### src/rtl/sbus_ctl_reg.sv
module sbus_ctl_reg #(
  parameter logic SO_IDLE = 1'b1
) (
  input  logic       clk,
  input  logic       rst_n,
  input  logic       wr_en,
  input  logic [7:0] wr_data,
  output logic [7:0] rd_data,
  input  logic       i2c_mode,
  input  logic       if_en,
  input  logic       xfer_start,
  input  logic       ev_rel,
  input  logic       ev_cmd,
  input  logic       ev_mismatch,
  input  logic       ev_ack,
  input  logic       sck_fall,
  output logic       so_latch,
  output logic       ack_drive
);

  logic hold_en, ack_auto, ack_seen, ack_req, cmd_seen, rel_seen, ack_pulse;

  wire rel_go  = wr_en & if_en & wr_data[0];
  wire cmd_go  = wr_en & if_en & wr_data[1];
  wire ack_set = wr_en & wr_data[4];

  wire rel_seen_n = if_en & (ev_rel | (rel_seen & ~xfer_start & ~ev_mismatch));
  wire cmd_seen_n = if_en & ((ev_cmd & ~i2c_mode) | (cmd_seen & ~xfer_start & ~ev_rel));
  wire ack_seen_n = if_en & (ev_ack | (ack_seen & ~xfer_start));
  wire ack_req_n  = if_en & ~xfer_start & (ack_set | (ack_req & ~sck_fall));

  always_ff @(posedge clk or negedge rst_n) begin
    if (!rst_n) begin
      hold_en   <= 1'b0;
      ack_auto  <= 1'b0;
      ack_seen  <= 1'b0;
      ack_req   <= 1'b0;
      cmd_seen  <= 1'b0;
      rel_seen  <= 1'b0;
      ack_pulse <= 1'b0;
      so_latch  <= SO_IDLE;
    end else begin
      if (wr_en) begin
        hold_en  <= wr_data[7];
        ack_auto <= wr_data[5];
      end
      ack_seen  <= ack_seen_n;
      ack_req   <= ack_req_n;
      cmd_seen  <= cmd_seen_n;
      rel_seen  <= rel_seen_n;
      ack_pulse <= if_en & ~i2c_mode & ack_req & sck_fall & ~xfer_start;
      if (rel_go)
        so_latch <= 1'b1;
      else if (cmd_go)
        so_latch <= 1'b0;
    end
  end

  assign ack_drive = i2c_mode ? ack_req : ack_pulse;
  assign rd_data   = {hold_en, ack_seen, ack_auto, ack_req, cmd_seen, rel_seen, 2'b00};

endmodule


### config.mk
export PLATFORM = sky130hd
export DESIGN_NAME = sbus_ctl_reg
export DESIGN_NICKNAME = d
export VERILOG_FILES = /design/src/rtl/sbus_ctl_reg.sv
export SDC_FILE = /design/constraint.sdc
export NUM_CORES = 1
export LEC_CHECK = 0
export BUFFER_PORTS_ARGS = -buffer_cell sky130_fd_sc_hd__buf_2
export CAP_MARGIN = 20
export CORE_AREA = 10 10 47 49
export DETAILED_ROUTE_END_ITERATION = 12
export DIE_AREA = 0 0 57 59
export PLACE_DENSITY_LB_ADDON = 0.15
export SLEW_MARGIN = 15
export SYNTH_ARGS = -nofsm -noshare
export SYNTH_HDL_FRONTEND = slang
export SYNTH_SLANG_ARGS = --single-unit
export TNS_END_PERCENT = 10
### constraint.sdc
create_clock -name clk -period 0.8 [get_ports clk]
set_clock_uncertainty 0.05 [all_clocks]
set_input_delay 0.08 -clock clk [delete_from_list [all_inputs] [get_ports clk]]
set_output_delay 0.08 -clock clk [all_outputs]
set_load 0.02 [all_outputs]
==> results of run 1 <==
final timing paths:
| kind | start | end | slack, ns | cells after the start |
|---|---|---|---|---|
| max | ack_req$_DFF_PN0_ | ack_drive | -0.34 | 2 |
| min reg2reg | ack_auto$_DFFE_PN0P_ | ack_auto$_DFFE_PN0P_ | 0.46 | 1 |
| min in group asynchronous | rst_n | ack_auto$_DFFE_PN0P_ | 0.14 | 2 |
| max reg2reg | cmd_seen$_DFF_PN0_ | cmd_seen$_DFF_PN0_ | -0.02 | 2 |
| min | ev_ack | ack_seen$_DFF_PN0_ | -0.0002 | 2 |
| max in group asynchronous | rst_n | so_latch$_DFFE_PN1P_ | 0.31 | 2 |
critical path, cell delays in order, from the launching register on:
cell and delay (ns):
dfrtp_1 0.37, mux2_4 0.26, buf_6 0.13
flip-flops by register name, summed over array words and instances, names as in the netlist:
name,cells
ack_seen,1
hold_en,1
ack_pulse,1
rel_seen,1
so_latch,1
cmd_seen,1
ack_req,1
ack_auto,1
repair_timing:
action                     in CTS  in global routing
buffers inserted                0                  0
resized for setup              10                  2
setup endpoints to repair      13                 15
hold endpoints to repair        9                  2
synthesized netlist by cell type:
master,number
buf_4,8
dfrtp_1,7
o21a_1,3
mux2_1,2
nand2_1,2
nand2b_1,2
nor2b_1,2
nor3b_1,2
a21oi_1,1
a32o_1,1
conb_1,1
dfstp_2,1
mux2_2,1
nand3_1,1
nor3_2,1
power groups by stage:
stage          combinational [mW]  clock (mW)  sequential, mW
2_1_floorplan               0.111           0           0.468
3_3_place_gp                0.189           0           0.459
3_5_place_dp                0.189           0           0.458
4_1_cts                     0.223       0.335           0.455
5_1_grt                     0.240       0.372           0.457
6_report                    0.221       0.322           0.454
stage by stage:
step	hold slack (ns)	setup TNS, ns	setup slack, ns	cell area (µm²)
6_report	-0.0002101	-1.437	-0.3402	580.6
5_1_grt	-0.01072	-1.896	-0.3869	580.6
4_1_cts	-0.003693	-1.525	-0.3529	573.1
3_5_place_dp	-0.1166	-0.1265	-0.09338	504.2
3_3_place_gp	-0.1148	-0.1146	-0.08501	504.2
2_1_floorplan	-0.2656	-0.009666	-0.007190	406.6
layout make-up:
cell class	count	area (µm²)
repair buffers	27	172.7
multi-input cells	20	160.2
clock buffers	4	26.28
flip-flops and latches	8	201.4
well taps	16	20.02
fillers	157	820.8
logic make-up after synthesis:
| kind of cell | synth area share [%] |
|---|---|
| AND/OR/NAND/NOR | 15.67 |
| flip-flops | 50.47 |
| buffers and inverters | 15.05 |
| AO/OA/AOI/OAI | 9.403 |
| multiplexers | 8.463 |
| other | 0.9395 |
per-layer routing:
layer | GRT usage (%) | vias to the layer above
li1 | - | 156
met1 | 5.932 | 144
met2 | 8.527 | 15
met3 | 2.790 | 0
met4 | 4.027 | 0
met5 | 0 | -
==> reports/metrics.yaml, run 1 <==
placed_design:
  dpl.hpwl_um: 773.6
  placed_cells: 70
  numPortBuffers: 23
  place_congestion: 0.5899
timing:
  drv_slew: 0
  holdWs_ns: -0.0002101
  rsz0062_at_grt: "true"
  period_share_pct: 142.5
  setup_viol: 11
  setup_slack_ns: -0.3402
  hold_viol: 1
  clock.fmax_mhz: 877.0
  min_period_ns: 1.140
synthesis:
  synth_seq_cells: 8
  synth.distinct_cells: 15
  synth_top_area_share_pct: 43.89
  synth.top_cells.by_area: "dfrtp_1 44%, buf_4 15%, dfstp_2 6.6%"
  netlist_instances: 35
  syn-cell-area_um2: 399.1
  yosys_warnings: 0
  avgSynthCellArea_um2: 11.40
  yosys.area.top_type: "dfrtp_1"
  seq_area_frac_synth_pct: 50.47
power_and_ir_drop:
  p_per_area_nw_per_um2: 1717
  ir_worst_vdd_uv: 1097
  p_int_mw: 0.7447
  power_mw: 0.9966
  p_clk_share_pct: 32.3
  power_frac_seq_pct: 45.6
  p_comb_share_pct: 22.1
  switchingPower_mw: 0.2519
  switching_share_pct: 25.27
  p_leak_nw: 0.2950
clocking:
  holdBufCountCts: 1
  clockBufferDepth: 2
  cts_root_buf: "clkbuf_4"
  numClockSinks: 8
  cts_tree: "built"
  clk_latency_ns: 0.25
  htree_levels: 1
  numCtsBuffers: 3
  clk_pin_slew_ns: 0.06
critical_path:
  crit_path_end_kind: "output pin"
  crit_required_ns: 0.67
  cp_max_fo: 2
  critPathKind: "register to output pin"
  cp-start-kind: "register"
  cp.arrival_ns: 1.01
floorplan:
  pin_count: 29
  die_h_um: 59
  initial_core_util_pct: 28.48
  die_area_um2: 3363
  core_um2: 1401
  num_rows: 14
  die_x_um: 57
cells_and_area:
  drive_gt1_share_pct: 61.02
  layout_commonest_cell: "buf_2"
  final_cell_mix: "19 x buf_2, 7 x dfrtp_1, 4 x buf_6"
  stdcell_count: 75
  fin_util_pct: 41.43
  nets: 79
  antenna_cells: 0
  area_delta_synth_final_pct: 45.45
job:
  max-cap-violations: 0
grt:
  gr-total-overflow: 0
  track_usage_pct: 5.614
  grt_pass1_wl_mm: 1.524
  antenna_found_initial: 0
  grt_max_degree: 9
  grt_pass1_vias: 349
min_path:
  hold_path_class: "input port to register"
status:
  violations: "hold timing, setup timing"
  status: "complete, but fails checks"
route:
  wl_met3_um: 106
  highest_layer: "met3"
  drtPass1Iterations: 4
  routedWlPerCell_um: 12.01
  routed_via_density: 4.200
  vias: 315
  drtIter0Drc: 2
  wl_met1_um: 373
  post-route-drc-count: 0
  routed_wl_um: 901
  ant_nets: 0
  routed-wl-met2_um: 421
No activity file was read; power rests on OpenSTA's default activity.
==> run 2: changes to the inputs <==
SETUP_SLACK_MARGIN = 0.02   (was default)
==> run 2 against run 1 <==
The flow still finishes with violations (hold timing, setup timing); combinational power barely moved; via count fell by 0.32%; highest routed layer unchanged; sequential share of layout area did not move; largest power group unchanged; critical endpoint unchanged.
==> reports/metrics.yaml, run 2 (synthesis results as in run 1) <==
min_path:
  hold_path_class: "input port to register"
placed_design:
  place_ws_ns: -0.09338
  placed_cells: 70
  numPortBuffers: 23
  dpl.hpwl_um: 773.6
  place_congestion: 0.5899
power_and_ir_drop:
  power_mw: 0.9968
  p_leak_nw: 0.2949
  ir_worst_vdd_uv: 1098
  p_per_area_nw_per_um2: 1717
timing:
  setup_slack_ns: -0.3402
  period_share_pct: 142.5
  rsz0062_at_grt: "true"
  setup_viol: 11
  hold_viol: 1
  holdWs_ns: -0.0002101
  min_period_ns: 1.140
  drv_slew: 0
  clock.fmax_mhz: 877.0
cells_and_area:
  drive_gt1_share_pct: 61.02
  antenna_cells: 0
  stdcell_count: 75
  area_delta_synth_final_pct: 45.45
  nets: 79
  layout_commonest_cell: "buf_2"
  fillers: 157
  final_cell_mix: "19 x buf_2, 7 x dfrtp_1, 4 x buf_6"
floorplan:
  die_area_um2: 3363
  core_um2: 1401
  pin_count: 29
  die_h_um: 59
  die_x_um: 57
  num_rows: 14
  initial_core_util_pct: 28.48
route:
  routedWlPerCell_um: 11.99
  ant_nets: 0
  post-route-drc-count: 0
  vias: 314
  routed_via_density: 4.187
  routed_wl_um: 899
  drtIter0Drc: 1
  drtPass1Iterations: 4
job:
  max-cap-violations: 0
clocking:
  clockBufferDepth: 2
  cts_setup_buffers: 0
  clk_latency_ns: 0.25
  holdBufCountCts: 1
  numClockSinks: 8
  clk_pin_slew_ns: 0.06
  numCtsBuffers: 3
  cts_root_buf: "clkbuf_4"
  cts_tree: "built"
  htree_levels: 1
status:
  violations: "hold timing, setup timing"
  status: "complete, but fails checks"
grt:
  track_usage_pct: 5.614
  grt_pass1_wl_mm: 1.524
  gr-total-overflow: 0
  antenna_found_initial: 0
  grt_pass1_vias: 349
  grt_max_degree: 9
critical_path:
  cp.arrival_ns: 1.01
  crit_required_ns: 0.67
  crit_path_end_kind: "output pin"
  cp_max_fo: 2
  cp-start-kind: "register"
  critPathKind: "register to output pin"
[run 2: cell counts in the layout (fill, tap and decap cells not counted)]
No cell type changed its count.
[run 2: what timing repair did]
item / CTS / global route
pin swaps: 0 / 1
hold endpoints to repair: 9 / 2
endpoints found under the setup margin: 14 / 16
resized for setup: 10 / 2
cloned: 0 / 0
[run 2: area by class of cell]
class | instances | area [µm²] | area share, %
flip-flops and latches | 8 | 201.4 | 34.70
well taps | 16 | 20.02 | 3.448
repair buffers | 27 | 172.7 | 29.74
multi-input cells | 20 | 160.2 | 27.59
clock buffers | 4 | 26.28 | 4.526
[run 2: worst paths after layout]
path,start,endpoint,slack (ns),depth (start not counted)
worst min register to register,ack_auto$_DFFE_PN0P_,ack_auto$_DFFE_PN0P_,0.46,1
worst max-delay path,ack_req$_DFF_PN0_,ack_drive,-0.34,2
worst min-delay path,ev_ack,ack_seen$_DFF_PN0_,-0.0002,2
worst max register to register,cmd_seen$_DFF_PN0_,cmd_seen$_DFF_PN0_,-0.02,2
max in group asynchronous,rst_n,so_latch$_DFFE_PN1P_,0.31,2
min in group asynchronous,rst_n,ack_auto$_DFFE_PN0P_,0.14,2
[run 2: critical path: stages (launching register included)]
cell and delay, ns:
dfrtp_1 0.37, mux2_4 0.26, buf_6 0.13
[run 2: through the flow]
stage	setup TNS (ns)	utilization [%]	cell area, µm²
3_3_place_gp	-0.1146	35.98	504.2
5_1_grt	-1.896	41.43	580.6
2_1_floorplan	-0.009666	-	406.6
3_5_place_dp	-0.1265	35.98	504.2
4_1_cts	-1.525	40.89	573.1
6_report	-1.436	41.43	580.6
[run 2: power by group]
part,internal (mW),total [mW],switching [mW]
clock,0.190,0.322,0.131
combinational,0.115,0.221,0.106
sequential,0.439,0.454,0.0151
total,0.745,0.997,0.252
[run 2: routing by layer]
| metal | global-route usage [%] | wire, µm | vias to the layer above |
|---|---|---|---|
| met5 | 0 | 0 | - |
| met3 | 2.790 | 106 | 0 |
| met1 | 5.932 | 373 | 143 |
| li1 | - | - | 156 |
| met2 | 8.527 | 419 | 15 |
| met4 | 4.027 | 0 | 0 |
==> run 3: changes to the inputs <==
--- a/config.mk
+++ b/config.mk
@@ -12,3 +12,4 @@
 export DIE_AREA = 0 0 57 59
-export PLACE_DENSITY_LB_ADDON = 0.15
+export GPL_TIMING_DRIVEN = 1
+export PLACE_DENSITY = 0.67
 export SETUP_SLACK_MARGIN = 0.02
==> constraint.sdc (replaced) <==
create_clock -name clk -period 0.8 [get_ports clk]
set_clock_uncertainty 0.05 [all_clocks]
set_input_delay 0.16 -clock clk [delete_from_list [all_inputs] [get_ports clk]]
set_output_delay 0.16 -clock clk [all_outputs]
set_load 0.02 [all_outputs]
==> run 3 against run 2 <==
Design area shrank 3.7%; critical endpoint unchanged; first-iteration DRC count is the same; fmax shrank 7.2%; non-clock buffer count shrank 1; the run ends with setup timing left; largest cell class unchanged; via count shrank 1.9%; sequential power is essentially flat; sequential share of layout area grew 1.3 points.
==> reports/metrics.yaml, run 3 (synthesis results as in run 1) <==
floorplan:
  die_area_um2: 3363
  core_um2: 1401
  die_x_um: 57
  pin_count: 29
  initial_core_util_pct: 28.48
  die_h_um: 59
  num_rows: 14
clocking:
  cts_setup_buffers: 0
  clockBufferDepth: 2
  numCtsBuffers: 3
  cts_tree: "built"
  clk_latency_ns: 0.25
  htree_levels: 1
  cts_root_buf: "clkbuf_4"
  numClockSinks: 8
  clk_pin_slew_ns: 0.06
power_and_ir_drop:
  p_leak_nw: 0.2860
  p_clk_share_pct: 33.6
  ir_worst_vdd_uv: 793.7
  p_per_area_nw_per_um2: 1773
  p_int_mw: 0.7325
  power_mw: 0.9915
  switching_share_pct: 26.12
  power_frac_seq_pct: 45.7
  switchingPower_mw: 0.2590
  p_comb_share_pct: 20.7
timing:
  setup_viol: 13
  setup_tns_ns: -1.974
  drv_slew: 0
  hold_viol: 0
  setup_slack_ns: -0.4291
  clock.fmax_mhz: 813.6
  min_period_ns: 1.229
  period_share_pct: 153.6
  holdWs_ns: 0.07818
  rsz0062_at_grt: "true"
route:
  drtPass1Iterations: 2
  routed_via_density: 4.162
  routed_wl_um: 933
  ant_nets: 0
  drtIter0Drc: 1
  routedWlPerCell_um: 12.61
  post-route-drc-count: 0
  vias: 308
status:
  violations: "setup timing"
  status: "complete, but fails checks"
critical_path:
  worstSetupStartpoint: "ack_req$_DFF_PN0_"
  cp.arrival_ns: 1.02
  reg2regPathDepth: 2
  cp-start-kind: "register"
  r2r_end: "cmd_seen$_DFF_PN0_"
  critPathKind: "register to output pin"
  crit_path_end_kind: "output pin"
  r2r_setup_slack_ns: -0.01
  reg2reg_from: "cmd_seen$_DFF_PN0_"
  cp_max_fo: 2
  crit_required_ns: 0.59
  worstSetupEndpoint: "ack_drive"
grt:
  antenna_found_initial: 0
  grt_pass1_vias: 400
  gr-total-overflow: 0
  grt_pass1_wl_mm: 1.614
  grt_max_degree: 9
  track_usage_pct: 6.057
placed_design:
  place_congestion: 0.5856
  numPortBuffers: 23
  dpl_cell_area_um2: 496.7
cells_and_area:
  nets: 78
  final_area_um2: 559.3
  final_cell_mix: "20 x buf_2, 7 x dfrtp_1"
  area_delta_synth_final_pct: 40.13
  drive_gt1_share_pct: 56.90
  layout_commonest_cell: "buf_2"
  antenna_cells: 0
min_path:
  hold_path_class: "input port to register"
  min_path_cells: 2
job:
  max-cap-violations: 0
==> run 3: cell count changes in the layout (fill, tap and decap cells not counted), sizes merged <==
cell,change
buf,-1
==> run 3: layout make-up <==
cell class / instances / area [µm²]
multi-input combinational: 20 / 152.6
fill: 154 / 842.1
clock buffer: 4 / 26.28
tap: 16 / 20.02
sequential: 8 / 201.4
timing repair buffer: 26 / 158.9
==> run 3: how the worst min path moves through the flow <==
stage	startpoint	endpoint	slack (ns)
floorplan	rst_n	ack_auto$_DFFE_PN0P_	-0.19
global placement	rst_n	rel_seen$_DFF_PN0_	-0.04
detailed placement	rst_n	ack_seen$_DFF_PN0_	-0.04
CTS	ev_ack	ack_seen$_DFF_PN0_	0.07
global route	ev_ack	ack_seen$_DFF_PN0_	0.09
finish	ev_ack	ack_seen$_DFF_PN0_	0.08
==> run 3: per-layer routing <==
metal  wire length, µm  track usage (%)
met1               392            5.711
met2               443            9.767
met3                97            3.648
met4                 0            4.027
met5                 0                0
==> run 3: power by group through the flow <==
stage	clock (mW)	combinational, mW	sequential (mW)
after floorplan	0	0.111	0.468
final	0.333	0.205	0.453
after detailed placement	0	0.183	0.458
after CTS	0.350	0.210	0.454
after global placement	0	0.179	0.456
after global routing	0.367	0.227	0.458
==> run 3: repair_timing <==
item,in CTS,in global routing
hold endpoints to repair,8,0
pin swaps,0,0
setup endpoints to repair,14,16
hold buffers,1,0
gates resized for setup,8,0
==> run 3: metrics by stage <==
stage | setup slack [ns] | util [%] | cells
2_1_floorplan | -0.08248 | - | 36
3_3_place_gp | -0.1625 | 35.45 | 69
3_5_place_dp | -0.1775 | 35.45 | 69
4_1_cts | -0.4443 | 39.91 | 74
5_1_grt | -0.4632 | 39.91 | 74
6_report | -0.4291 | 39.91 | 74
==> run 3: worst max-delay path, stage by stage, from the launching register on <==
cell and delay [ns]:
dfrtp_1 0.38, mux2_4 0.26, buf_6 0.13
